**config.mk**
```make
export PLATFORM = sky130hd
export DESIGN_NAME = suspect_marker
export DESIGN_NICKNAME = d
export VERILOG_FILES = /design/src/rtl/suspect_mark_pkg.sv /design/src/rtl/sm_rst_sync.sv /design/src/rtl/sm_reach_table.sv /design/src/rtl/sm_walker.sv /design/src/rtl/suspect_marker.sv
export SDC_FILE = /design/constraint.sdc
export NUM_CORES = 1
export LEC_CHECK = 0
export ABC_CLOCK_PERIOD_IN_PS = 3200
export BUFFER_PORTS_ARGS = -buffer_cell sky130_fd_sc_hd__clkbuf_2
export CORE_MARGIN = 8
export CORE_UTILIZATION = 55
export DETAILED_ROUTE_END_ITERATION = 10
export PLACE_DENSITY = 0.84
export SKIP_LAST_GASP = 1
export SYNTH_ARGS = -nofsm -noshare
export SYNTH_HDL_FRONTEND = slang
export SYNTH_SLANG_ARGS = --single-unit
export TNS_END_PERCENT = 20
```
**constraint.sdc**
```tcl
create_clock -name clk -period 3.2 [get_ports clk]
set_input_delay 0.64 -clock clk [delete_from_list [all_inputs] [get_ports clk]]
set_output_delay 0.64 -clock clk [all_outputs]
set_load 0.005 [all_outputs]
```
**src/rtl/suspect_mark_pkg.sv**
```systemverilog
package suspect_mark_pkg;

  // Integer ceiling of a / b for positive operands.
  function automatic int ceil_div(int a, int b);
    return (a + b - 1) / b;
  endfunction

  // Index width that stays at least one bit wide.
  function automatic int idx_width(int count);
    return (count <= 2) ? 1 : $clog2(count);
  endfunction

endpackage

```
**src/rtl/sm_rst_sync.sv**
```systemverilog
module sm_rst_sync (
  input  logic clk,
  input  logic rst_n_in,
  output logic rst_n_out
);

  logic stage_q;
  logic out_q;

  always_ff @(posedge clk or negedge rst_n_in) begin
    if (!rst_n_in) begin
      stage_q <= 1'b0;
      out_q   <= 1'b0;
    end else begin
      stage_q <= 1'b1;
      out_q   <= stage_q;
    end
  end

  assign rst_n_out = out_q;

endmodule

```
**src/rtl/sm_reach_table.sv**
```systemverilog
module sm_reach_table
  import suspect_mark_pkg::*;
#(
  parameter int PERIOD  = 13,
  parameter int CHECKED = 3,
  parameter int NUM_PE  = 10,
  parameter int PE_W    = 4,
  parameter int IDX_W   = 2
) (
  input  logic [IDX_W-1:0] chk_idx,
  input  logic [PE_W-1:0]  det_pe,
  output logic [PE_W-1:0]  reach,
  output logic             req_ok
);

  // Per-position cap on the backward walk, computed at elaboration.
  logic [PE_W-1:0] cap_tbl [CHECKED];
  logic [PE_W-1:0] cap;
  logic            chk_ok;
  logic            pe_ok;

  for (genvar g = 0; g < CHECKED; g++) begin : g_cap
    localparam int RAW  = ceil_div(PERIOD + g + 1, CHECKED) - 2;
    localparam int CLIP = (RAW > NUM_PE - 1) ? (NUM_PE - 1) : RAW;
    assign cap_tbl[g] = PE_W'(CLIP);
  end

  always_comb begin
    cap = '0;
    for (int g = 0; g < CHECKED; g++) begin
      if (int'(chk_idx) == g) cap = cap_tbl[g];
    end
  end

  // The walk also stops at the array edge: depth never exceeds the index.
  assign reach  = (cap < det_pe) ? cap : det_pe;
  assign chk_ok = (int'(chk_idx) < CHECKED);
  assign pe_ok  = (int'(det_pe) < NUM_PE);
  assign req_ok = chk_ok && pe_ok;

endmodule

```
**src/rtl/sm_walker.sv**
```systemverilog
module sm_walker #(
  parameter int PE_W  = 4,
  parameter int CYC_W = 16
) (
  input  logic             clk,
  input  logic             rst_n,
  input  logic             start,
  input  logic [PE_W-1:0]  start_pe,
  input  logic [CYC_W-1:0] start_cycle,
  input  logic [PE_W-1:0]  start_reach,
  output logic             active,
  output logic [PE_W-1:0]  cur_pe,
  output logic [CYC_W-1:0] cur_cycle,
  output logic             last
);

  logic             active_q, active_d;
  logic [PE_W-1:0]  pe_q, pe_d;
  logic [CYC_W-1:0] cyc_q, cyc_d;
  logic [PE_W-1:0]  left_q, left_d;
  logic             load_en;

  assign last = active_q && (left_q == '0);

  always_comb begin
    active_d = active_q;
    pe_d     = pe_q;
    cyc_d    = cyc_q;
    left_d   = left_q;
    load_en  = 1'b0;
    if (active_q) begin
      load_en = 1'b1;
      if (left_q == '0) begin
        active_d = 1'b0;
      end else begin
        pe_d   = pe_q - 1'b1;
        cyc_d  = cyc_q - 1'b1;
        left_d = left_q - 1'b1;
      end
    end else if (start) begin
      load_en  = 1'b1;
      active_d = 1'b1;
      pe_d     = start_pe;
      cyc_d    = start_cycle;
      left_d   = start_reach;
    end
  end

  always_ff @(posedge clk or negedge rst_n) begin
    if (!rst_n) begin
      active_q <= 1'b0;
      pe_q     <= '0;
      cyc_q    <= '0;
      left_q   <= '0;
    end else if (load_en) begin
      active_q <= active_d;
      pe_q     <= pe_d;
      cyc_q    <= cyc_d;
      left_q   <= left_d;
    end
  end

  assign active    = active_q;
  assign cur_pe    = pe_q;
  assign cur_cycle = cyc_q;

endmodule

```
**src/rtl/suspect_marker.sv**
```systemverilog
module suspect_marker
  import suspect_mark_pkg::*;
#(
  parameter int NUM_PE  = 10,
  parameter int PERIOD  = 13,
  parameter int CHECKED = 3,
  parameter int CYC_W   = 16,
  localparam int PE_W   = idx_width(NUM_PE),
  localparam int IDX_W  = idx_width(CHECKED)
) (
  input  logic             clk,
  input  logic             rst_n,
  input  logic             req_valid,
  input  logic [PE_W-1:0]  req_pe,
  input  logic [IDX_W-1:0] req_chk,
  input  logic [CYC_W-1:0] req_cycle,
  output logic             busy,
  output logic             tag_valid,
  output logic [PE_W-1:0]  tag_pe,
  output logic [CYC_W-1:0] tag_cycle,
  output logic             tag_last
);

  logic            rst_sync_n;
  logic [PE_W-1:0] reach;
  logic            req_ok;
  logic            walk_active;
  logic            walk_last;
  logic            start;

  sm_rst_sync u_rst (
    .clk       (clk),
    .rst_n_in  (rst_n),
    .rst_n_out (rst_sync_n)
  );

  sm_reach_table #(
    .PERIOD  (PERIOD),
    .CHECKED (CHECKED),
    .NUM_PE  (NUM_PE),
    .PE_W    (PE_W),
    .IDX_W   (IDX_W)
  ) u_reach (
    .chk_idx (req_chk),
    .det_pe  (req_pe),
    .reach   (reach),
    .req_ok  (req_ok)
  );

  assign start = req_valid && req_ok && !walk_active;

  sm_walker #(
    .PE_W  (PE_W),
    .CYC_W (CYC_W)
  ) u_walk (
    .clk         (clk),
    .rst_n       (rst_sync_n),
    .start       (start),
    .start_pe    (req_pe),
    .start_cycle (req_cycle),
    .start_reach (reach),
    .active      (walk_active),
    .cur_pe      (tag_pe),
    .cur_cycle   (tag_cycle),
    .last        (walk_last)
  );

  assign busy      = walk_active;
  assign tag_valid = walk_active;
  assign tag_last  = walk_last;

endmodule

```
# After elaboration in Yosys (flattened, before gate mapping)
# Cells that the tools add are included.
op_classes:
  addsub: 3
  magnitude_cmp: 3
  n_eq_ne: 3
  muxes: 17
  reduce_logical: 9
ops:
  columns: ["op", "n"]
  rows:
  - ["two-way mux 16 bit", 3]
  - ["two-way mux 4 bit", 7]
  - ["subtractor 16 x 1 -> 16 bit (second input constant)", 1]
  - ["subtractor 4 x 1 -> 4 bit (second input constant)", 2]
  - ["equality test 2 bit (second input constant)", 2]
  - ["logical AND 1 bit", 4]
  - ["logical NOT 4 bit", 1]
  - ["< comparator 3 x 4 -> 1 bit", 1]
  - ["< comparator 4 bit (second input constant)", 1]
  - ["two-way mux 1 bit", 4]
  - ["two-way mux 2 bit", 2]
  - ["two-way mux 3 bit", 1]
  - ["AND reduction 3 bit", 1]
  - ["logical NOT 2 bit", 1]
  - ["< comparator 2 bit (second input constant)", 1]
  - ["inequality test 2 bit (second input constant)", 1]
  - ["nonzero test 2 bit", 1]
  - ["logical NOT 1 bit", 1]
totals:
  reg_bits: 27
  inputBits: 25
  out_inout_bits: 23
  wordCells: 41

# Logic depth before layout (Yosys ltp)
depth:
  depth_word: 8
  ltp_mapped: 9
  ltp_nobuf: 8

# By module
# From an unflattened synthesis, not the netlist that was laid out.
unflattened:
  cells_unflattened: 207
  area_unflattened_um2: 1819.2
by_module_without_submodules:
  columns: ["mod", "n_inst", "cells_per_inst", "area_each_um2", "seq_area_each_um2"]
  rows:
  - ["sm_walker", 1, 178, 1582.8, 625.6]
  - ["sm_reach_table", 1, 24, 166.4, 0.0]
  - ["sm_rst_sync", 1, 3, 53.8, 50.0]
  - ["suspect_marker", 1, 2, 16.3, 0.0]

# Least setup slack after synthesis
# OpenSTA, ideal clock, no wires.
synth_timing:
  kind: "input-to-reg"
  from: "in req_pe[1]"
  to: "reg u_walk.left_q[1]"
  setup_time_ns: 0.126
  t_arrival_ns: 1.926
  t_required_ns: 3.074
  slack_ns: 1.148
  stages: 6
  n_path_buf: 0
  path_cell_list: "inv_1 ha_1 a21bo_1 a211oi_1 nor4_1 o32a_1"
synth_via:
  elab_chain_len: 7
  elab_cells_between_ends: 12
  cone_classes: "2 x order compare; 5 x mux; 5 x reduce/logical"
synth_rtl:
  columns: ["element", "line", "text"]
  rows:
  - ["from (decl)", "suspect_marker.sv:14", "input logic [PE_W-1:0] req_pe,"]
  - ["< comparator 4 bit", "sm_reach_table.sv:38", "assign pe_ok = (int'(det_pe) < NUM_PE);"]
  - ["logical AND 1 bit", "sm_reach_table.sv:39", "assign req_ok = chk_ok && pe_ok;"]
  - ["logical AND 1 bit (2 in series)", "suspect_marker.sv:50", "assign start = req_valid && req_ok && !walk_active;"]
  - ["two-way mux 1 bit", "sm_walker.sv:40", "end else if (start) begin"]
  - ["two-way mux 1 bit", "sm_walker.sv:31", "if (active_q) begin"]
  - ["AND reduction 3 bit (no line)", null, null]
  - ["to (signal assigned)", "sm_walker.sv:59", "left_q <= left_d;"]
  - ["to (decl)", "sm_walker.sv:20", "logic [PE_W-1:0] left_q, left_d;"]
# Several ways; a longest one is shown, not always the timed one. The select of a mux whose other input is x is not followed.
# A chain may end at the register's enable or synchronous reset.

# Worst setup path in the final report
layout_timing:
  from: "reg u_walk.left_q[0]"
  to: "out tag_last"
layout_via:
  elab_chain_len: 2
layout_rtl:
  columns: ["element", "line", "text"]
  rows:
  - ["logical NOT 4 bit", "sm_walker.sv:23", "assign last = active_q && (left_q == '0);"]
  - ["logical AND 1 bit", "sm_walker.sv:23", null]
  - ["to (decl)", "suspect_marker.sv:21", "output logic tag_last"]
# Every way passes these cells.

==> impl_metrics.yaml <==
synthesis:
  syn_nets: 223
  synth_xor_area_frac: 0.0819
  synth-adder-area-share: 0.0439
  synth_top_family_by_area: "simple AND/OR/NAND/NOR gates"
  yosys.area_share.simple: 0.187
  syn_inst: 192
  netlist.area_leader.share: 0.395
  ys_ff_latch: 27
  synth_area_leaders: "dfrtp_1, mux2_2, xnor2_1, nor2_1, ha_1"
  synth_top_area_cell: "dfrtp_1"
  synth_area_um2: 1710
  yosysUniqueCellTypes: 37
  synth_compound_area_frac: 0.129
  syn_avg_cell_area_um2: 8.91
  yosysSeqAreaShare: 0.395
  muxShareOfSynthArea: 0.113
  ys_warn_count: 0
critical_path:
  r2r_cells: 5
  worstPathArrival_ps: 1660
  start_kind: "flop"
  critPathKind: "flop to output port"
  critical_path.max_fanout: 5
  r2r_slack_ps: 1040
  timing.rr.end: "u_walk.cur_pe[1]"
  critPathCaptureType: "output port"
  cp_data_required_time_ps: 2560
  r2r-start: "u_walk.active"
global_routing:
  grt_max_degree: 30
  grt_pass1_vias: 1493
  grt_usage: 0.162
  grt-ovfl-total: 0
  antenna_found_initial: 0
  grt_pass1_wl_um: 6800
sta:
  final_max_slew_viol_count: 0
  slew_headroom: 0.337
  setup_viol_count_final: 0
  timing.final.ws_setup_ps: 904
  fin_crit_ps: 2300
  worstMarginPinSlew_ps: 994
  hold_ws_ps: 79.3
  tns_ps: 0
  rsz0062_at_grt: "false"
  fin_crit_sh: 0.717
  fmaxAchievable_mhz: 436
  hold_viol: 0
  skew_ps: 10.6
cts:
  path_clk_slew_ps: 140
  cts_tree: "built"
  cts_repair_resize_count: 0
  cts_hold_buf: 0
  cts_buffer_depth: 2
  cts_sinks: 27
  clk_latency_ps: 320
  h-tree-depth: 1
  cts_buffers: 3
  cts_root_buf: "clkbuf_4"
  cts_setup_buffers: 0
detailed_routing:
  drt_first_pass_iters: 4
  wl_met2_um: 1920
  drt-initial-drc-count: 74
  wl_met3_um: 215
  routed_wl_um: 3930
  antenna_left: 0
  top_layer: "met4"
  vias: 1516
  wire_per_inst_um: 14.6
  m1WireLength_um: 1760
  via_per_inst: 5.64
  drc: 0
pwr:
  p_leak_uw: 0.000946
  vdd.ir_drop.worst_uv: 472
  p_sw_uw: 762
  internal-power_uw: 974
  power_frac_clock: 0.083
  p_per_area_nw_per_um2: 870
  p_seq_frac: 0.425
  p_sw_frac: 0.439
  combPwrFrac: 0.492
floorplanning:
  core-area_um2: 3000
  start_util: 0.570
  ios: 48
  dieArea_um2: 5150
  die_x_um: 71.8
  rows: 20
  chipHeight_um: 71.8
placement:
  io_buffer_count: 47
  dp_slack_ps: 884
  place.gp.congestion: 0.924
  dp_cells: 265
  hpwlAfterDp_um: 3020
finish:
  antenna-diode-count: 0
  postLayoutCoreUtil: 0.665
  area_growth_pct: 16.6
  num-nets-final: 268
  seqCellArea_um2: 676
  final_cell_count_no_fill: 269
  multiInputGateArea_um2: 953
  final_layout_size_suffix_gt1_frac: 0.288
  n_fill_cell: 266
run:
  drv_cap: 0
hold_path:
  hold_path_class: "primary input to async pin"
status:
  status: "finished clean"
[power groups by stage]
stage / logic [uW] / clock network (uW) / registers [uW]
floorplan: 624 / 0 / 674
global placement: 822 / 0 / 733
detailed placement: 856 / 0 / 746
CTS: 861 / 150 / 737
global route: 963 / 167 / 773
finish: 854 / 144 / 738
[cell usage in the layout (no fill, tap or decap), types with 2 or more instances in the layout]
cell type / n
clkbuf_4: 3
a21oi_1: 14
a211oi_1: 2
nor4_1: 6
nand2_1: 17
nand3_1: 3
o21ai_0: 5
xor2_1: 6
nor3_1: 5
o211ai_1: 2
o21ai_1: 8
dfrtp_1: 27
a31oi_1: 2
ha_1: 6
nor2_1: 22
a21o_1: 2
xnor2_1: 10
buf_4: 3
nand4_1: 2
mux2_2: 11
clkbuf_2: 47
inv_1: 11
mux2i_1: 7
[layer usage]
layer / vias to the layer above / GRT usage
met1: 713 / 0.202
met3: 4 / 0.0432
li1: 756 / -
met5: - / 0
met2: 43 / 0.268
met4: 0 / 0.0408
[registers in the layout, indices dropped and copies added, names as in the netlist]
name / cells
u_rst.rst_n_out: 1
u_walk.cur_pe: 4
u_walk.left_q: 4
u_rst.stage_q: 1
u_walk.active: 1
u_walk.cur_cycle: 16
[critical path, stage by stage (launching register included)]
cell and delay [ps]:
dfrtp_1 400, inv_1 130, ha_1 170, nor3b_1 180, buf_4 170, and2_1 160
clkbuf_2 130
[synth_stat cells, drive strengths merged]
cell type  count
conb           1
a211oi         2
ha             6
xnor2         10
nor3b          1
nand4          2
nand2b         1
o21ai         13
or4            1
o211ai         2
nand3          4
buf            2
mux2i          7
a21o           2
nor4           6
nor3           6
a31oi          2
xor2           6
or3            2
nand2         17
dfrtp         27
a21oi         14
a21bo          1
mux2          11
o32a           1
nor2b          1
or3b           1
inv           11
and2           1
clkbuf         8
o31ai          1
nor2          22
[kinds of logic after synthesis]
logic type / after synthesis
compound gates: 38
mux: 18
other cells: 1
fa+ha+maj: 6
simple gates: 65
xor+xnor: 16
flops: 27
buf+inv: 21
[stage by stage]
step                      power, uW  area, um2
after floorplan                1300       1710
after global placement         1560       1970
after detailed placement       1600       1970
after CTS                      1750       2000
after global routing           1900       2000
final                          1740       2000
[layout make-up]
type                       instances  share of cell area
timing repair buffer              50               0.129
inverter                          11              0.0207
clock buffer                       4              0.0132
sequential                        27               0.339
tap                               33              0.0207
multi-input combinational        144               0.478
[worst max path at each step]
stage	start	end	slack, ps	cells past startpoint
final	u_walk.left_q[0]	tag_last	900	6
after global placement	req_chk[1]	u_walk.left_q[1]	950	7
after global routing	u_walk.left_q[0]	tag_last	770	6
after floorplan	req_pe[1]	u_walk.left_q[1]	1150	6
after CTS	u_walk.left_q[0]	tag_last	910	6
after detailed placement	req_chk[1]	u_walk.left_q[1]	880	7
Power figures use the tool's default switching activity.
